**src/rtl/his_pkg.sv**
```systemverilog
package his_pkg;
  typedef enum logic {
    MODE_COUNTED = 1'b0,
    MODE_ENDLESS = 1'b1
  } his_mode_e;
endpackage

```
**src/rtl/his_req_counter.sv**
```systemverilog
module his_req_counter #(
  parameter int CNT_W = 8
) (
  input  logic             clk_i,
  input  logic             rst_ni,
  input  logic             load_i,
  input  logic [CNT_W-1:0] cnt_i,
  input  logic             dec_i,
  output logic             last_o
);
  localparam int REM_W = CNT_W + 1;

  logic [REM_W-1:0] rem_q;

  // budget holds requests still to be issued (count + 1 after a load)
  always_ff @(posedge clk_i or negedge rst_ni) begin
    if (!rst_ni)                       rem_q <= '0;
    else if (load_i)                   rem_q <= REM_W'(cnt_i) + REM_W'(1);
    else if (dec_i && rem_q != '0)     rem_q <= rem_q - REM_W'(1);
  end

  assign last_o = (rem_q == REM_W'(1));
endmodule

```
**src/rtl/his_freeze_ctl.sv**
```systemverilog
module his_freeze_ctl (
  input  logic clk_i,
  input  logic rst_ni,
  input  logic set_i,
  input  logic clr_i,
  output logic frozen_o
);
  // pipe comes out of reset frozen; a set wins over a clear
  always_ff @(posedge clk_i or negedge rst_ni) begin
    if (!rst_ni)     frozen_o <= 1'b1;
    else if (set_i)  frozen_o <= 1'b1;
    else if (clr_i)  frozen_o <= 1'b0;
  end
endmodule

```
**src/rtl/his_rx_flags.sv**
```systemverilog
module his_rx_flags (
  input  logic clk_i,
  input  logic rst_ni,
  input  logic full_i,
  input  logic rxd_clr_i,
  input  logic rel_i,
  output logic rxd_o,
  output logic fctl_o
);
  always_ff @(posedge clk_i or negedge rst_ni) begin
    if (!rst_ni) begin
      rxd_o  <= 1'b0;
      fctl_o <= 1'b0;
    end else begin
      if (full_i)         rxd_o <= 1'b1;
      else if (rxd_clr_i) rxd_o <= 1'b0;
      if (full_i)         fctl_o <= 1'b1;
      else if (rel_i)     fctl_o <= 1'b0;
    end
  end
endmodule

```
**src/rtl/host_in_sched.sv**
```systemverilog
module host_in_sched
  import his_pkg::*;
#(
  parameter int CNT_W = 8
) (
  input  logic             clk_i,
  input  logic             rst_ni,
  input  logic             cfg_done_i,
  input  logic             cont_mode_i,
  input  logic [CNT_W-1:0] req_cnt_i,
  input  logic             frz_set_i,
  input  logic             frz_clr_i,
  input  logic             slot_i,
  input  logic             bank_full_i,
  input  logic             bank_rel_i,
  input  logic             rxd_clr_i,
  input  logic             rxd_ie_i,
  output logic             in_req_o,
  output logic             auto_frz_o,
  output logic             frozen_o,
  output logic             rxd_flag_o,
  output logic             fifo_ctl_o,
  output logic             irq_o
);
  his_mode_e mode;
  logic      issue, last, auto_hit, counted;

  assign mode    = his_mode_e'(cont_mode_i);
  assign counted = (mode == MODE_COUNTED);

  // no issue while a software freeze strobe is in flight or a bank is pending
  assign issue = slot_i && cfg_done_i && !frozen_o && !frz_set_i && !frz_clr_i
               && !fifo_ctl_o && !bank_full_i;
  assign auto_hit = issue && counted && last;

  his_req_counter #(.CNT_W(CNT_W)) u_cnt (
    .clk_i  (clk_i),
    .rst_ni (rst_ni),
    .load_i (frz_clr_i),
    .cnt_i  (req_cnt_i),
    .dec_i  (issue && counted),
    .last_o (last)
  );

  his_freeze_ctl u_frz (
    .clk_i    (clk_i),
    .rst_ni   (rst_ni),
    .set_i    (frz_set_i || auto_hit),
    .clr_i    (frz_clr_i),
    .frozen_o (frozen_o)
  );

  his_rx_flags u_flags (
    .clk_i     (clk_i),
    .rst_ni    (rst_ni),
    .full_i    (bank_full_i),
    .rxd_clr_i (rxd_clr_i),
    .rel_i     (bank_rel_i),
    .rxd_o     (rxd_flag_o),
    .fctl_o    (fifo_ctl_o)
  );

  always_ff @(posedge clk_i or negedge rst_ni) begin
    if (!rst_ni) begin
      in_req_o   <= 1'b0;
      auto_frz_o <= 1'b0;
    end else begin
      in_req_o   <= issue;
      auto_frz_o <= auto_hit;
    end
  end

  assign irq_o = rxd_flag_o && rxd_ie_i;
endmodule

```
**config.mk**
```make
export PLATFORM = sky130hd
export DESIGN_NAME = host_in_sched
export DESIGN_NICKNAME = d
export VERILOG_FILES = /design/src/rtl/his_pkg.sv /design/src/rtl/his_req_counter.sv /design/src/rtl/his_freeze_ctl.sv /design/src/rtl/his_rx_flags.sv /design/src/rtl/host_in_sched.sv
export SDC_FILE = /design/constraint.sdc
export NUM_CORES = 1
export LEC_CHECK = 0
export BUFFER_PORTS_ARGS = -buffer_cell sky130_fd_sc_hd__buf_2
export CORE_ASPECT_RATIO = 1.4
export CORE_MARGIN = 8
export CORE_UTILIZATION = 48
export CTS_BUF_LIST = sky130_fd_sc_hd__clkbuf_2
export DETAILED_ROUTE_END_ITERATION = 10
export PLACE_DENSITY = 0.74
export SLEW_MARGIN = 20
export SYNTH_ARGS = -nofsm -noshare
export SYNTH_HDL_FRONTEND = slang
export SYNTH_SLANG_ARGS = --single-unit
```
**constraint.sdc**
```tcl
create_clock -name clk_i -period 1.9 [get_ports clk_i]
set_clock_uncertainty 0.15 [all_clocks]
set_input_delay 0.095 -clock clk_i [delete_from_list [all_inputs] [get_ports clk_i]]
set_output_delay 0.095 -clock clk_i [all_outputs]
set_load 0.1 [all_outputs]
```
Yosys cells after proc, flatten, opt, wreduce, memory -nomap -nowiden
Index checks and enable logic that the tools add are counted.
{"block": "classes", "addsub": 2, "eq_ne": 1, "muxes": 8, "bitwise_logic": 1, "reduce_logical": 21}
{"operator": "9-bit two-way mux", "count": 2}
{"operator": "1-bit logical AND", "count": 10}
{"operator": "8-bit by 1-bit adder with 9-bit output, second input constant", "count": 1}
{"operator": "9-bit by 1-bit == test with 1-bit output, second input constant", "count": 1}
{"operator": "9-bit nonzero test", "count": 1}
{"operator": "9-bit by 1-bit subtractor with 9-bit output, second input constant", "count": 1}
{"operator": "2-bit nonzero test", "count": 4}
{"operator": "1-bit two-way mux", "count": 6}
{"operator": "1-bit logical NOT", "count": 5}
{"operator": "1-bit logical OR", "count": 1}
{"operator": "1-bit NOT", "count": 1}
{"block": "totals", "reg_bits": 14, "in_bits": 19, "out_inout_bits": 6}

Logic depth before layout (Yosys ltp)
{"block": "logic_depth", "ltp_word": 10, "ltp_mapped": 6}

Hierarchy
From an unflattened synthesis, not the netlist that was laid out.
{"block": "unflattened", "hier_cells": 100, "hier_area_um2": 960.9}
{"mod": "his_req_counter", "instances": 1, "cells_each": 80, "area_each_um2": 728.2}
{"mod": "host_in_sched", "instances": 1, "cells_each": 11, "area_each_um2": 122.6}
{"mod": "his_rx_flags", "instances": 1, "cells_each": 6, "area_each_um2": 72.6}
{"mod": "his_freeze_ctl", "instances": 1, "cells_each": 3, "area_each_um2": 37.5}

Worst setup path before layout
OpenSTA, ideal clock, no wires.
{"block": "synth_timing", "kind": "register to register", "from": "reg u_flags.fctl_o", "to": "reg u_cnt.rem_q[5]", "setup_time_ns": 0.082, "arrival_time_ns": 1.992, "required_ns": 1.668, "path_slack_ns": -0.323, "stages_incl_launch_ff": 5, "path_buffers": 0, "path_cell_list": "dfrtp_1 > nor4b_4 > nand2_1 > or4_1 > a31oi_1"}
{"block": "synth_via", "elab_chain_len": 6}
{"item": "start: declaration", "line_no": "his_rx_flags.sv:8", "source": "output logic fctl_o"}
{"item": "start signal: assignment", "line_no": "his_rx_flags.sv:13", "source": "fctl_o <= 1'b0;"}
{"item": "start signal: assignment", "line_no": "his_rx_flags.sv:17", "source": "if (full_i) fctl_o <= 1'b1;"}
{"item": "start signal: assignment", "line_no": "his_rx_flags.sv:18", "source": "else if (rel_i) fctl_o <= 1'b0;"}
{"item": "1-bit logical NOT", "line_no": "host_in_sched.sv:33", "source": "&& !fifo_ctl_o && !bank_full_i;"}
{"item": "1-bit logical AND (2 in series)", "line_no": "host_in_sched.sv:33"}
{"item": "1-bit logical AND", "line_no": "host_in_sched.sv:41", "source": ".dec_i (issue && counted),"}
{"item": "1-bit logical AND", "line_no": "his_req_counter.sv:19", "source": "else if (dec_i && rem_q != '0) rem_q <= rem_q - REM_W'(1);"}
{"item": "2-bit nonzero test (no line)"}
{"item": "end signal: assignment", "line_no": "his_req_counter.sv:18", "source": "else if (load_i) rem_q <= REM_W'(cnt_i) + REM_W'(1);"}
{"item": "end signal: assignment", "line_no": "his_req_counter.sv:19"}
{"item": "end: declaration", "line_no": "his_req_counter.sv:13", "source": "logic [REM_W-1:0] rem_q;"}
No other way between the ends.
A chain may end at the register's enable or synchronous reset.

Worst setup path after layout
{"block": "layout_timing", "from": "reg u_cnt.rem_q[5]", "to": "reg u_cnt.rem_q[6]"}
{"block": "layout_via", "elab_chain_len": 3, "elab_cells_between_ends": 6, "cone_classes": "1 x add/sub; 2 x mux; 3 x reduce/logical"}
{"item": "9-bit by 1-bit subtractor with 9-bit output or 9-bit nonzero test (tied branches)", "line_no": "his_req_counter.sv:19"}
{"item": "9-bit two-way mux or 1-bit logical AND (tied branches)", "line_no": "his_req_counter.sv:19"}
{"item": "9-bit two-way mux or 2-bit nonzero test (tied branches)"}
Several ways; a longest one is shown, not always the timed one. The select of a mux whose other input is x is not followed.

==> flow_metrics.py <==
metrics = {
    "worst_setup_path": {
        "rr_startpoint": "u_cnt.rem_q[5]$_DFFE_PN0P_",
        "arrival_ns": 1.96,
        "rr_worst_depth": 3,
        "regToRegEndpoint": "u_cnt.rem_q[6]$_DFFE_PN0P_",
        "cp_max_fo": 4,
        "worstPathRequired_ns": 1.96,
        "regToRegSetupSlack_ns": 0.0005,
        "cp-end-kind": "register",
        "cp-start-kind": "register",
        "critPathKind": "reg -> reg",
    },
    "sta": {
        "slew_headroom": 0.675,
        "fin_ws_ns": 0.000453,
        "min_period_over_period": 1.00,
        "fmax_ghz": 0.526,
        "drv_slew": 0,
        "rsz0062_at_grt": "true",
        "finalHoldViolCount": 0,
        "max_slew.worst_pin.slew_ns": 0.491,
        "post-route-min-period_ns": 1.90,
        "finalSetupViolCount": 0,
    },
    "pwr": {
        "p_leak_nw": 0.553,
        "p_int_w": 0.000460,
        "power.share.clock": 0.215,
        "power_switching_share": 0.342,
        "power_density_nw_per_um2": 562,
        "switchingPower_w": 0.000239,
        "combPwrFrac": 0.280,
        "power.share.sequential": 0.506,
        "fin_total_pwr_w": 0.000699,
        "vdd_drop_max_v": 0.000423,
    },
    "yosys": {
        "async_flop_share": 1.00,
        "synth_seq_cells": 14,
        "synthFlopType": "dfrtp_1",
        "syn_inst": 94,
        "yosysWarnings": 0,
        "synth_top_cell_area_share": 0.358,
        "synth_largest_area_cell": "dfrtp_1",
        "netlist_area_um2": 910,
        "yosysSeqAreaShare": 0.387,
        "synth_cell_types": 42,
        "synth_fp_nets": 116,
        "synth_edf_count": 0,
        "synth.top_cells.by_area": "dfrtp_1, ha_1, a31oi_1, dfstp_2, nor4b_4",
        "postSynthAreaPerCell_um2": 9.68,
    },
    "detailed_routing": {
        "drc": 0,
        "firstDrtPassIters": 4,
        "avgViaCountPerCell": 5.93,
        "routed-via-count": 919,
        "wl_per_cell_um": 15.5,
        "postRouteAntennaNets": 0,
        "wirelength_mm": 2.40,
        "drt-initial-drc-count": 14,
    },
    "clock_network": {
        "cts_tree": "built",
        "cts-buffers-inserted": 3,
        "worstSkewPairLatency_ns": 0.29,
        "cts_root_buffer": "clkbuf_2",
        "path_clk_slew_ns": 0.13,
        "clockBufferDepth": 2,
        "cts_sinks": 14,
        "htree_levels": 1,
    },
    "die": {
        "die-area_um2": 3560,
        "core.rowCount": 18,
        "initial_core_util": 0.511,
        "die_height_um": 67.5,
        "pin_count": 25,
        "core_um2": 1780,
        "die_width_um": 52.8,
    },
    "global_routing": {
        "grt_antenna_before_repair": 0,
        "grt_pass1_wl_mm": 4.11,
        "use_met1": 0.152,
        "grt_use_met3": 0.0440,
        "gr-total-overflow": 0,
        "top_usage_layer": "met2",
        "grt_start_max_net_pins": 15,
        "grt_use_total": 0.148,
        "globalRouteMet2Util": 0.253,
        "first_global_vias": 980,
    },
    "cells_and_area": {
        "antennaDiodeCount": 0,
        "drive_gt1_frac": 0.415,
        "syn_to_final_growth_pct": 36.9,
        "nNetsFinal": 158,
        "seq_area_um2": 362,
        "num-fill-cells": 159,
        "multi_input_area_um2": 549,
        "final_util": 0.700,
        "fin_area_um2": 1240,
    },
    "placement": {
        "place_ws_ns": 0.0263,
        "place_area_um2": 1080,
        "place.gp.congestion": 0.886,
        "portBuffers": 24,
        "hpwlAfterDp_mm": 1.80,
    },
    "worst_hold_path": {
        "min_path_cells": 3,
        "min-delay-start": "req_cnt_i[7]",
        "hold_path_end": "u_cnt.rem_q[8]$_DFFE_PN0P_",
        "hp-class": "in -> reg",
    },
    "run": {
        "drv_cap": 0,
    },
    "outcome": {
        "outcome": "finished clean",
    },
}
[cell families (layout without fill, tap and decap cells)]
family	count (synthesis)	after routing	share of synthesized area
AND/OR/NAND/NOR	41	41	0.293
AO/OA/AOI/OAI	24	24	0.199
XOR/XNOR	3	3	0.0289
flip-flops	14	14	0.387
adder cells (fa/ha/maj)	3	3	0.0413
buffers and inverters	9	50	0.0509
[area by class of cell]
cell class | count | share of cell area
inverter | 6 | 0.0181
clock buffer | 4 | 0.0161
multi-input combinational | 71 | 0.441
timing repair buffer | 40 | 0.214
sequential | 14 | 0.290
tap | 20 | 0.0201
[critical path: stages, from the launching register on]
cell and delay (ns):
dfrtp_1 0.44, or4_4 0.56, or4_4 0.48, a31oi_1 0.19
[flip-flops by register name, indices dropped and copies added, names as in the netlist]
register / flops
in_req_o: 1
auto_frz_o: 1
u_flags.fctl_o: 1
u_cnt.rem_q: 9
u_flags.rxd_o: 1
u_frz.frozen_o: 1
[metrics by stage]
step / setup TNS [ns] / hold slack (ns) / std cells
finish: 0 / 0.00475 / 155
global route: -0.184 / 0.0225 / 155
CTS: -0.00391 / 0.000878 / 152
detailed placement: 0 / -0.145 / 140
global placement: 0 / -0.150 / 140
floorplan: -0.0869 / -0.351 / 94
[how the worst max path moves through the flow]
| stage | cells past startpoint | end | slack [ns] | start |
|---|---|---|---|---|
| 2_1_floorplan | 4 | u_cnt.rem_q[5]$_DFFE_PN0P_ | -0.04 | u_flags.fctl_o$_DFFE_PN0P_ |
| 3_3_place_gp | 4 | u_cnt.rem_q[2]$_DFFE_PN0P_ | 0.05 | u_frz.frozen_o$_DFFE_PN1P_ |
| 3_5_place_dp | 4 | u_cnt.rem_q[2]$_DFFE_PN0P_ | 0.03 | u_frz.frozen_o$_DFFE_PN1P_ |
| 4_1_cts | 4 | u_cnt.rem_q[5]$_DFFE_PN0P_ | -0.004 | u_frz.frozen_o$_DFFE_PN1P_ |
| 5_1_grt | 5 | u_cnt.rem_q[5]$_DFFE_PN0P_ | -0.05 | u_cnt.rem_q[0]$_DFFE_PN0P_ |
| 6_report | 3 | u_cnt.rem_q[6]$_DFFE_PN0P_ | 0.0005 | u_cnt.rem_q[5]$_DFFE_PN0P_ |
[repair_timing]
item,4_1_cts,5_1_grt
resized for setup,1,10
buffers inserted,0,2
pin swaps,0,10
endpoints found under the hold margin,20,1
hold buffers,8,1
setup endpoints to repair,1,9
[cells in the mapped netlist, types with 2 or more instances]
master	count
dfrtp_1	13
and2_1	2
or4_1	3
or3_2	3
or3_1	3
nor4_1	3
and3_1	3
xor2_1	2
ha_1	3
o31ai_1	3
o21a_1	2
inv_1	6
nor2_1	5
a21o_1	2
nor3_1	3
nand2_1	5
a31oi_1	5
a211o_1	2
nand3_1	3
[cells in the final DEF, fill, tap and decap left out, types with 3 or more instances in the layout]
master         synthesis  layout
o31ai_1                3       3
dlygate4sd3_1          0       9
buf_2                  0      24
clkbuf_2               0       4
a31oi_1                5       5
nor3_1                 3       3
buf_4                  0       6
nor2_1                 5       5
inv_1                  6       6
nand2_1                5       4
ha_1                   3       3
dfrtp_1               13      10
or3_1                  3       3
[routing by layer]
metal | vias to the layer above | routed length, um
met5 | - | 0
li1 | 446 | -
met2 | 37 | 1220
met3 | 8 | 236
met4 | 0 | 63
met1 | 428 | 887
[power by group through the flow]
stage / combinational, W / clock (W) / sequential (W)
4_1_cts: 0.000189 / 0.000153 / 0.000350
2_1_floorplan: 0.0000808 / 0 / 0.000383
3_3_place_gp: 0.000172 / 0 / 0.000354
5_1_grt: 0.000214 / 0.000168 / 0.000357
3_5_place_dp: 0.000174 / 0 / 0.000356
6_report: 0.000196 / 0.000150 / 0.000354
Power figures use the tool's default switching activity.
